===== src/rtl/inc_pkg.sv =====
package inc_pkg;
  localparam int DATA_W = 32;
  localparam int FLAG_W = 12;

  localparam int CF_BIT = 0;
  localparam int PF_BIT = 2;
  localparam int AF_BIT = 4;
  localparam int ZF_BIT = 6;
  localparam int SF_BIT = 7;
  localparam int OF_BIT = 11;

  localparam logic [7:0] OPC_RM8   = 8'hFE;
  localparam logic [7:0] OPC_RMW   = 8'hFF;
  localparam logic [7:0] OPC_SHORT = 8'h40;
  localparam logic [2:0] EXT_INC   = 3'd0;

  typedef enum logic [1:0] {
    WID_8    = 2'd0,
    WID_16   = 2'd1,
    WID_32   = 2'd2,
    WID_NONE = 2'd3
  } width_e;

  typedef enum logic [1:0] {
    FORM_NONE  = 2'd0,
    FORM_RM8   = 2'd1,
    FORM_RMW   = 2'd2,
    FORM_SHORT = 2'd3
  } form_e;

  typedef struct packed {
    logic       legal;
    form_e      form;
    width_e     width;
    logic [2:0] reg_sel;
  } dec_t;

  typedef struct packed {
    dec_t              dec;
    logic [DATA_W-1:0] result;
    logic [FLAG_W-1:0] flags;
  } res_t;
endpackage


===== src/rtl/inc_decode.sv =====
module inc_decode
  import inc_pkg::*;
(
  input  logic [7:0] opcode,
  input  logic [2:0] ext,
  input  logic       size32,
  output dec_t       dec
);
  width_e wide_sel;
  assign wide_sel = size32 ? WID_32 : WID_16;

  always_comb begin
    dec.legal   = 1'b0;
    dec.form    = FORM_NONE;
    dec.width   = WID_NONE;
    dec.reg_sel = 3'd0;
    if (opcode == OPC_RM8 && ext == EXT_INC) begin
      dec.legal = 1'b1;
      dec.form  = FORM_RM8;
      dec.width = WID_8;
    end else if (opcode == OPC_RMW && ext == EXT_INC) begin
      dec.legal = 1'b1;
      dec.form  = FORM_RMW;
      dec.width = wide_sel;
    end else if (opcode[7:3] == OPC_SHORT[7:3]) begin
      dec.legal   = 1'b1;
      dec.form    = FORM_SHORT;
      dec.width   = wide_sel;
      dec.reg_sel = opcode[2:0];
    end
  end
endmodule


===== src/rtl/inc_arith.sv =====
module inc_arith
  import inc_pkg::*;
(
  input  logic [DATA_W-1:0] operand,
  input  width_e            width,
  input  logic [FLAG_W-1:0] flags_in,
  output logic [DATA_W-1:0] result,
  output logic [FLAG_W-1:0] flags_out
);
  logic [DATA_W-1:0] sum;
  logic              ovf;
  logic              sgn;

  assign sum = operand + DATA_W'(1);

  always_comb begin
    result = operand;
    ovf    = 1'b0;
    sgn    = 1'b0;
    unique case (width)
      WID_8: begin
        result = {{(DATA_W-8){1'b0}}, sum[7:0]};
        ovf    = (operand[7:0] == 8'h7F);
        sgn    = sum[7];
      end
      WID_16: begin
        result = {{(DATA_W-16){1'b0}}, sum[15:0]};
        ovf    = (operand[15:0] == 16'h7FFF);
        sgn    = sum[15];
      end
      WID_32: begin
        result = sum;
        ovf    = (operand == {1'b0, {(DATA_W-1){1'b1}}});
        sgn    = sum[DATA_W-1];
      end
      default: begin
        result = operand;
      end
    endcase
  end

  always_comb begin
    flags_out = flags_in;
    if (width != WID_NONE) begin
      flags_out[PF_BIT] = ~^result[7:0];
      flags_out[AF_BIT] = &operand[3:0];
      flags_out[ZF_BIT] = (result == '0);
      flags_out[SF_BIT] = sgn;
      flags_out[OF_BIT] = ovf;
    end
  end
endmodule


===== src/rtl/inc_stage.sv =====
module inc_stage #(
  parameter int PAY_W = 8
) (
  input  logic             clk,
  input  logic             rst_n,
  input  logic             in_valid,
  output logic             in_ready,
  input  logic [PAY_W-1:0] in_data,
  output logic             out_valid,
  input  logic             out_ready,
  output logic [PAY_W-1:0] out_data
);
  assign in_ready = !out_valid || out_ready;

  always_ff @(posedge clk) begin
    if (!rst_n) begin
      out_valid <= 1'b0;
      out_data  <= '0;
    end else if (in_ready) begin
      out_valid <= in_valid;
      if (in_valid) out_data <= in_data;
    end
  end

  assert_stall_hold_R11: assert property (@(posedge clk) disable iff (!rst_n)
    (out_valid && !out_ready) |=> (out_valid && $stable(out_data)));
endmodule


===== src/rtl/inc_core.sv =====
module inc_core
  import inc_pkg::*;
(
  input  logic        clk,
  input  logic        rst_n,
  input  logic        in_valid,
  output logic        in_ready,
  input  logic [7:0]  in_opcode,
  input  logic [2:0]  in_ext,
  input  logic        in_size32,
  input  logic [11:0] in_flags,
  input  logic [31:0] in_operand,
  output logic        out_valid,
  input  logic        out_ready,
  output logic        out_legal,
  output logic [1:0]  out_form,
  output logic [2:0]  out_reg,
  output logic [1:0]  out_width,
  output logic [31:0] out_result,
  output logic [11:0] out_flags
);
  localparam int PAY_W = $bits(res_t);

  dec_t              dec;
  logic [DATA_W-1:0] ar_result;
  logic [FLAG_W-1:0] ar_flags;
  res_t              nxt;
  res_t              cur;
  logic              in_fire;

  inc_decode u_decode (
    .opcode (in_opcode),
    .ext    (in_ext),
    .size32 (in_size32),
    .dec    (dec)
  );

  inc_arith u_arith (
    .operand   (in_operand),
    .width     (dec.width),
    .flags_in  (in_flags),
    .result    (ar_result),
    .flags_out (ar_flags)
  );

  always_comb begin
    nxt.dec    = dec;
    nxt.result = dec.legal ? ar_result : in_operand;
    nxt.flags  = dec.legal ? ar_flags  : in_flags;
  end

  inc_stage #(.PAY_W(PAY_W)) u_stage (
    .clk       (clk),
    .rst_n     (rst_n),
    .in_valid  (in_valid),
    .in_ready  (in_ready),
    .in_data   (nxt),
    .out_valid (out_valid),
    .out_ready (out_ready),
    .out_data  (cur)
  );

  assign out_legal  = cur.dec.legal;
  assign out_form   = cur.dec.form;
  assign out_reg    = cur.dec.reg_sel;
  assign out_width  = cur.dec.width;
  assign out_result = cur.result;
  assign out_flags  = cur.flags;

  assign in_fire = in_valid && in_ready;

  assert_carry_kept_R2: assert property (@(posedge clk) disable iff (!rst_n)
    in_fire |=> (out_flags[CF_BIT] == $past(in_flags[CF_BIT])));

  assert_illegal_passthru_R9: assert property (@(posedge clk) disable iff (!rst_n)
    (in_fire && !dec.legal) |=> (!out_legal && out_result == $past(in_operand)
                                 && out_flags == $past(in_flags)));

  assert_ovf_min_neg_R3: assert property (@(posedge clk) disable iff (!rst_n)
    (out_valid && out_legal && out_flags[OF_BIT]) |->
      (out_result == ((out_width == WID_8)  ? 32'h0000_0080 :
                      (out_width == WID_16) ? 32'h0000_8000 : 32'h8000_0000)));

  assert_zero_needs_aux_R4: assert property (@(posedge clk) disable iff (!rst_n)
    (out_valid && out_legal && out_flags[ZF_BIT]) |-> out_flags[AF_BIT]);

  assert_short_reg_R8: assert property (@(posedge clk) disable iff (!rst_n)
    (in_fire && in_opcode[7:3] == OPC_SHORT[7:3]) |=>
      (out_form == FORM_SHORT && out_reg == $past(in_opcode[2:0])));

  assert_one_result_R11: assert property (@(posedge clk) disable iff (!rst_n)
    in_fire |=> out_valid);
endmodule


===== config.mk =====
export PLATFORM = sky130hd
export DESIGN_NAME = inc_core
export DESIGN_NICKNAME = d
export VERILOG_FILES = /design/src/rtl/inc_pkg.sv /design/src/rtl/inc_decode.sv /design/src/rtl/inc_arith.sv /design/src/rtl/inc_stage.sv /design/src/rtl/inc_core.sv
export SDC_FILE = /design/constraint.sdc
export NUM_CORES = 1
export LEC_CHECK = 0
export CORE_MARGIN = 3
export CORE_UTILIZATION = 41
export CTS_CLUSTER_DIAMETER = 80
export CTS_CLUSTER_SIZE = 24
export DETAILED_ROUTE_END_ITERATION = 8
export HOLD_SLACK_MARGIN = 0.1
export PLACE_DENSITY = 0.76
export SYNTH_ARGS = -nofsm -noshare
export SYNTH_HDL_FRONTEND = slang
export SYNTH_SLANG_ARGS = --single-unit

===== constraint.sdc =====
create_clock -name clk -period 2.4 [get_ports clk]
set_input_delay 0.24 -clock clk [delete_from_list [all_inputs] [get_ports clk]]
set_output_delay 0.24 -clock clk [all_outputs]
set_load 0.02 [all_outputs]

---- Word-level counts from Yosys, hierarchy flattened ----
Index checks and enable logic that the tools add are counted.
cells by class
  add/subtract/negate cells ............... 1
  mux-type cells .......................... 15
  eq/ne operators ......................... 9
  reduce and logical (&&, ||, !) cells .... 10
operators with widths
  cell                   count
  $pmux 32 s3            1
  $add 32x1->32 const B  1
  $eq 32x31->1 const B   1
  $logic_not 32->1       1
  $mux 32                1
  $eq 16x15->1 const B   1
  $eq 8x8->1 const B     2
  $mux 12                1
  $mux 5                 2
  $eq 8x7->1 const B     1
  $mux 8                 1
  $reduce_xnor 8->1      1
  $mux 3                 2
  $pmux 1 s3             2
  $eq 5x4->1 const B     1
  $mux 2                 2
  $reduce_and 4->1       1
  $logic_not 3->1        1
  $mux 1                 3
  $eq 2x1->1 const B     1
  $eq 2x2->1 const B     1
  $logic_and 1x1->1      2
  $logic_not 2->1        1
  $ne 2x2->1 const B     1
  other kinds (3)        3
word-level totals
  register bits ........................... 53

---- Longest topological paths before layout ----
Gate-level depths: netlist of run 1.
  depth after elaboration ................. 9
  gate-level depth with buffers ........... 13
  depth with buffers taken out ............ 12

---- Hierarchy ----
Synthesis of run 1 repeated with hierarchy kept, for this count alone.
unflattened totals
  cell total of the unflattened synthesis .. 527
  area total of the unflattened synthesis .. 4519.3 µm²
modules (own cells, without submodules)
  module      instances  cells an instance  area an instance (µm²)
  inc_stage   1          231                2179.6
  inc_arith   1          230                1473.9
  inc_core    1          49                 737.0
  inc_decode  1          17                 128.9

---- Least setup slack after synthesis of run 1 ----
Ideal clock, no wire load.
  kind .................................... input port to flip-flop
  start ................................... input port in_opcode[6]
  end ..................................... register u_stage.out_data[6]
  buffers on the path ..................... 2
  arrival time ............................ 2.503 ns
  path slack .............................. -0.188 ns
  stages .................................. 13
  cell sequence ........................... and4_1 > and3_1 > buf_4 > nor2_1 > buf_2 > mux2i_1 > ha_1 > and3_1 > o2111ai_1 > nor4_1 > and4b_1 > nand4_1 > o31ai_2
between the ends
  cells in the longest elaborated chain, start to end .. 9
  elaborated cells between the ends (all ways) .. 16
ends and longest elaborated chain
  item                                                line                                text
  start, declared                                     inc_core.sv:8                       input logic [7:0] in_opcode,
  $eq 5x4->1 / $eq 8x8->1 (equally long branches)     inc_decode.sv:25, inc_decode.sv:21
  $mux 8 / $logic_and 1x1->1 (equally long branches)  inc_decode.sv:25, inc_decode.sv:21
  $mux 5                                              inc_decode.sv:21                    end else if (opcode == OPC_RMW && ext == EXT_INC) begin
  $mux 5 (*)                                          inc_decode.sv:17                    if (opcode == OPC_RM8 && ext == EXT_INC) begin
  $eq 2x2->1, or another cell as far along            inc_arith.sv:20                     unique case (width)
  $pmux 32 s3                                         inc_arith.sv:20
  $logic_not 32->1                                    inc_arith.sv:47                     flags_out[ZF_BIT] = (result == '0);
  $mux 2                                              inc_arith.sv:44                     if (width != WID_NONE) begin
  $mux 12 (*)                                         inc_core.sv:49                      nxt.flags = dec.legal ? ar_flags : in_flags;
  end signal, assigned                                inc_stage.sv:21                     if (in_valid) out_data <= in_data;
  end, declared                                       inc_stage.sv:11                     output logic [PAY_W-1:0] out_data
Every way passes the cells marked *; elsewhere a longest branch is shown, timed or not.
A chain may end at the register's enable or synchronous reset.

---- Final worst setup path of run 1 ----
  start ................................... input port in_opcode[1]
  end ..................................... register u_stage.out_data[6]
between the ends
  cells in the longest elaborated chain, start to end .. 9
  elaborated cells between the ends (all ways) .. 14
ends and longest elaborated chain
  item                                      line
  $eq 8x8->1                                inc_decode.sv:21
  $logic_and 1x1->1                         inc_decode.sv:21
  $mux 5                                    inc_decode.sv:21
  $mux 5 (*)                                inc_decode.sv:17
  $eq 2x2->1, or another cell as far along  inc_arith.sv:20
  $pmux 32 s3                               inc_arith.sv:20
  $logic_not 32->1                          inc_arith.sv:47
  $mux 2                                    inc_arith.sv:44
  $mux 12 (*)                               inc_core.sv:49
Marked as above.

==> summary.md, run 1 <==
| Metric | Value |
|---|---|
| Total gr overflow | `0` |
| Asr flop ratio synth | `0` |
| Row count | `32` |
| CP required | `2640 ps` |
| Starting Density | `0.425` |
| Final number of setup-violating endpoints | `1` |
| I/O Buffers | `113` |
| WL/cell | `16.7 µm` |
| Synth Instances | `405` |
| Cell variety after synth | `57` |
| Slew of the pin with the lowest slew margin | `445 ps` |
| Final Hold Viols | `0` |
| Drc violations | `0` |
| Drt via density | `5.46` |
| Layout cells sized above 1 | `0.283` |
| Final std cells w/o fill | `713` |
| I/O pin cnt | `114` |
| Pre-CTS setup slack | `-745 ps` |
| Hold slack | `281 ps` |
| Inserted Diodes | `0` |
| Initial DRT Pass Iterations | `5` |
| Placed instance count | `688` |
| #FFs+latches synth | `53` |
| Core Box Area | `7770 µm²` |
| First-pass GRT wire length | `18300 µm` |
| Area post-placement | `5170 µm²` |
| Arr. time, crit path | `2670 ps` |
| Clock latency on the worst-skew pair | `310 ps` |
| Final HPWL DP | `8560 µm` |
| Slew Limit Headroom | `0.703` |
| Tmin final | `2430 ps` |
| Final Power | `2.17 mW` |
| Clock Skew | `3.48 ps` |
| Die height | `95.7 µm` |
| Final setup margin | `-31.7 ps` |
| Synth cell count leaders | `nand2_1 (73), dfxtp_1 (53), o21ai_0 (22)` |
| Status | `finished with violations` |
| Critical path fanouts, max | `3` |
| Synthesis Warnings | `0` |
| Clock Sinks | `53` |
| Max VDD drop | `0.251 mV` |
| Core Util, Final | `0.720` |
| Pwr/cell area | `388 nW/µm²` |
| Final Net Count | `675` |
| Clock transition at path regs | `100 ps` |
| Most used DFF post-synth | `dfxtp_1` |
| Max_cap viols | `0` |
| Worst setup SP type | `input pin` |
| CTS tree | `yes` |
| Syn nets | `470` |
| Type of destination of the critical path | `flop` |
| Antenna violations before repair | `0` |
| Top cell type by total area after synthesis | `dfxtp_1` |
| Post-Syn Area | `3300 µm²` |
| Antenna viol nets, final | `0` |
| Root buf cell | `clkbuf_8` |
| Gpl congestion | `0.909` |
| Global Route Usage Sum | `0.253` |
| Die W | `95.7 µm` |
| CP Class | `input pin to flop` |
| CTS H-tree depth | `2` |
| Leak Pwr | `2.31 nW` |
| Top cells by area, synth | `dfxtp_1 (32%), nand2_1 (8.3%), xor2_1 (4.5%)` |
| EDFF count, synth | `0` |
| Failing checks | `negative setup slack` |
| HP Class | `input pin to flop` |
| Sequential area share after synthesis | `0.322` |
| Fin crit share | `1.01` |
| Die area | `9160 µm²` |
| Most frequent cell after synthesis | `nand2_1` |
| Syn avg cell area | `8.15 µm²` |
| Max Freq | `411 MHz` |
| Largest net degree at the start of global routing | `54` |
| RSZ-0062 raised after global routing | `yes` |
| Via count | `3891` |
| Share of the synthesized area in the top cell type | `0.322` |
| WL final | `11900 µm` |
| Initial DRC Count | `244` |
| Cts bufs inserted | `5` |
| Vias in the first global route | `3837` |
| Maximum root-to-sink buffer count | `2` |
| Setup TNS | `-31.7 ps` |
| Final Cell Area | `5590 µm²` |
| Area Growth Syn to Fin | `69.5%` |
| Max-slew violation count | `0` |
[placed cells by master (no fill, tap or decap), drive strengths merged, types with 2 or more instances in the layout]
cell type	instances
a21boi	17
nand4	16
inv	5
xor2	17
clkbuf	7
nand2	73
clkdlybuf4s15	3
o211ai	6
xnor2	13
a21oi	19
nor3	9
nor2	17
o211a	14
nand3	14
and3	7
and4	2
ha	5
dfxtp	53
nor4	7
a31oi	2
nor2b	8
buf	117
dlymetal6s2s	3
o31ai	2
or2	2
dlygate4sd2	6
o2111ai	6
mux2i	3
nand2b	4
nor3b	2
o21ai	23
and2	18
a22oi	4
clkdlybuf4s50	93
[layout make-up]
cell class	count	area, µm²
clock buffers	6	72.6
clock inverters	2	13.8
fillers	599	2170
inverters	4	15.0
multi-input cells	323	2350
flip-flops and latches	53	1060
well taps	102	128
repair buffers	223	1960
[report_power, final]
| part | internal [mW] | total, mW | switching [mW] | leakage, nW |
|---|---|---|---|---|
| Sequential | 0.935 | 0.964 | 0.0293 | 0.437 |
| Clock | 0.209 | 0.526 | 0.317 | 0.0456 |
| Combinational | 0.346 | 0.680 | 0.333 | 1.82 |
[routing by layer]
| layer | up-vias | global-route usage | wire length [µm] | part of all wire |
|---|---|---|---|---|
| met4 | 0 | 0.0948 | 403 | 0.034 |
| met2 | 167 | 0.453 | 6090 | 0.51 |
| met5 | - | 0 | 0 | 0 |
| met1 | 1834 | 0.307 | 4720 | 0.39 |
| met3 | 35 | 0.0336 | 730 | 0.061 |
| li1 | 1855 | - | - | - |
[worst max-delay path, stage by stage]
cell and delay, ps:
clkdlybuf4s15_1 180, and2_4 180, and3_4 190, nor2_4 160, buf_6 140, mux2i_4 250, ha_2 210, and3_4 190
o2111ai_4 120, nor4_2 240, and4b_1 250, nand4_1 130, o31ai_2 190
[sequential cells by signal, indices dropped and copies added (netlist names)]
name and count:
u_stage.out_valid 1, u_stage.out_data 52
[timing repair]
action	in CTS	in global routing
hold buffers	0	0
resized for setup	68	27
pin swaps	20	18
buffers inserted	15	3
endpoints found under the setup margin	2	4
[cells by family (layout without fill, tap and decap cells)]
family | count (synthesis) | count (layout) | share of synthesized area
buf+inv | 29 | 235 | 0.0383
mux | 3 | 3 | 0.00910
xor+xnor | 30 | 30 | 0.0796
simple gates | 183 | 183 | 0.309
flops | 53 | 53 | 0.322
compound gates | 102 | 102 | 0.224
fa+ha+maj | 5 | 5 | 0.0190
[final timing paths]
path,slack (ps),cells after the start,from,end
max,-30,13,in_opcode[1],u_stage.out_data[6]$_SDFFE_PN0P_
min reg2reg,460,2,u_stage.out_data[7]$_SDFFE_PN0P_,u_stage.out_data[7]$_SDFFE_PN0P_
max reg2reg,720,7,u_stage.out_valid$_SDFFE_PN0N_,u_stage.out_data[6]$_SDFFE_PN0P_
min,280,3,in_opcode[1],u_stage.out_data[45]$_SDFFE_PN0P_
Note: power is estimated with default switching activity, not from simulation.
==> inputs of run 2 (changes only) <==
--- a/config.mk
+++ b/config.mk
@@ -9,5 +9,4 @@
 export CORE_UTILIZATION = 41
 export CTS_CLUSTER_DIAMETER = 80
-export CTS_CLUSTER_SIZE = 24
 export DETAILED_ROUTE_END_ITERATION = 8
 export HOLD_SLACK_MARGIN = 0.1
==> constraint.sdc (replaced) <==
create_clock -name clk -period 2.4 [get_ports clk]
set_input_delay 0.24 -clock clk [delete_from_list [all_inputs] [get_ports clk]]
set_output_delay 0.24 -clock clk [all_outputs]
set_load 0.01 [all_outputs]
==> results of run 2 <==
The final DEF is identical to that of run 1. Status: finished with violations: negative setup slack.
Among the figures that moved: total power 2.17 mW -> 2.13 mW; worst IR drop on VDD 0.251 mV -> 0.249 mV
==> inputs of run 3 (changes only) <==
Settings changed: CTS_CLUSTER_SIZE set to 14.
==> results of run 3 <==
The final DEF is identical to that of run 1. Status: finished with violations: negative setup slack.
Among the figures that moved: total power 2.17 mW -> 2.13 mW; worst IR drop on VDD 0.251 mV -> 0.249 mV
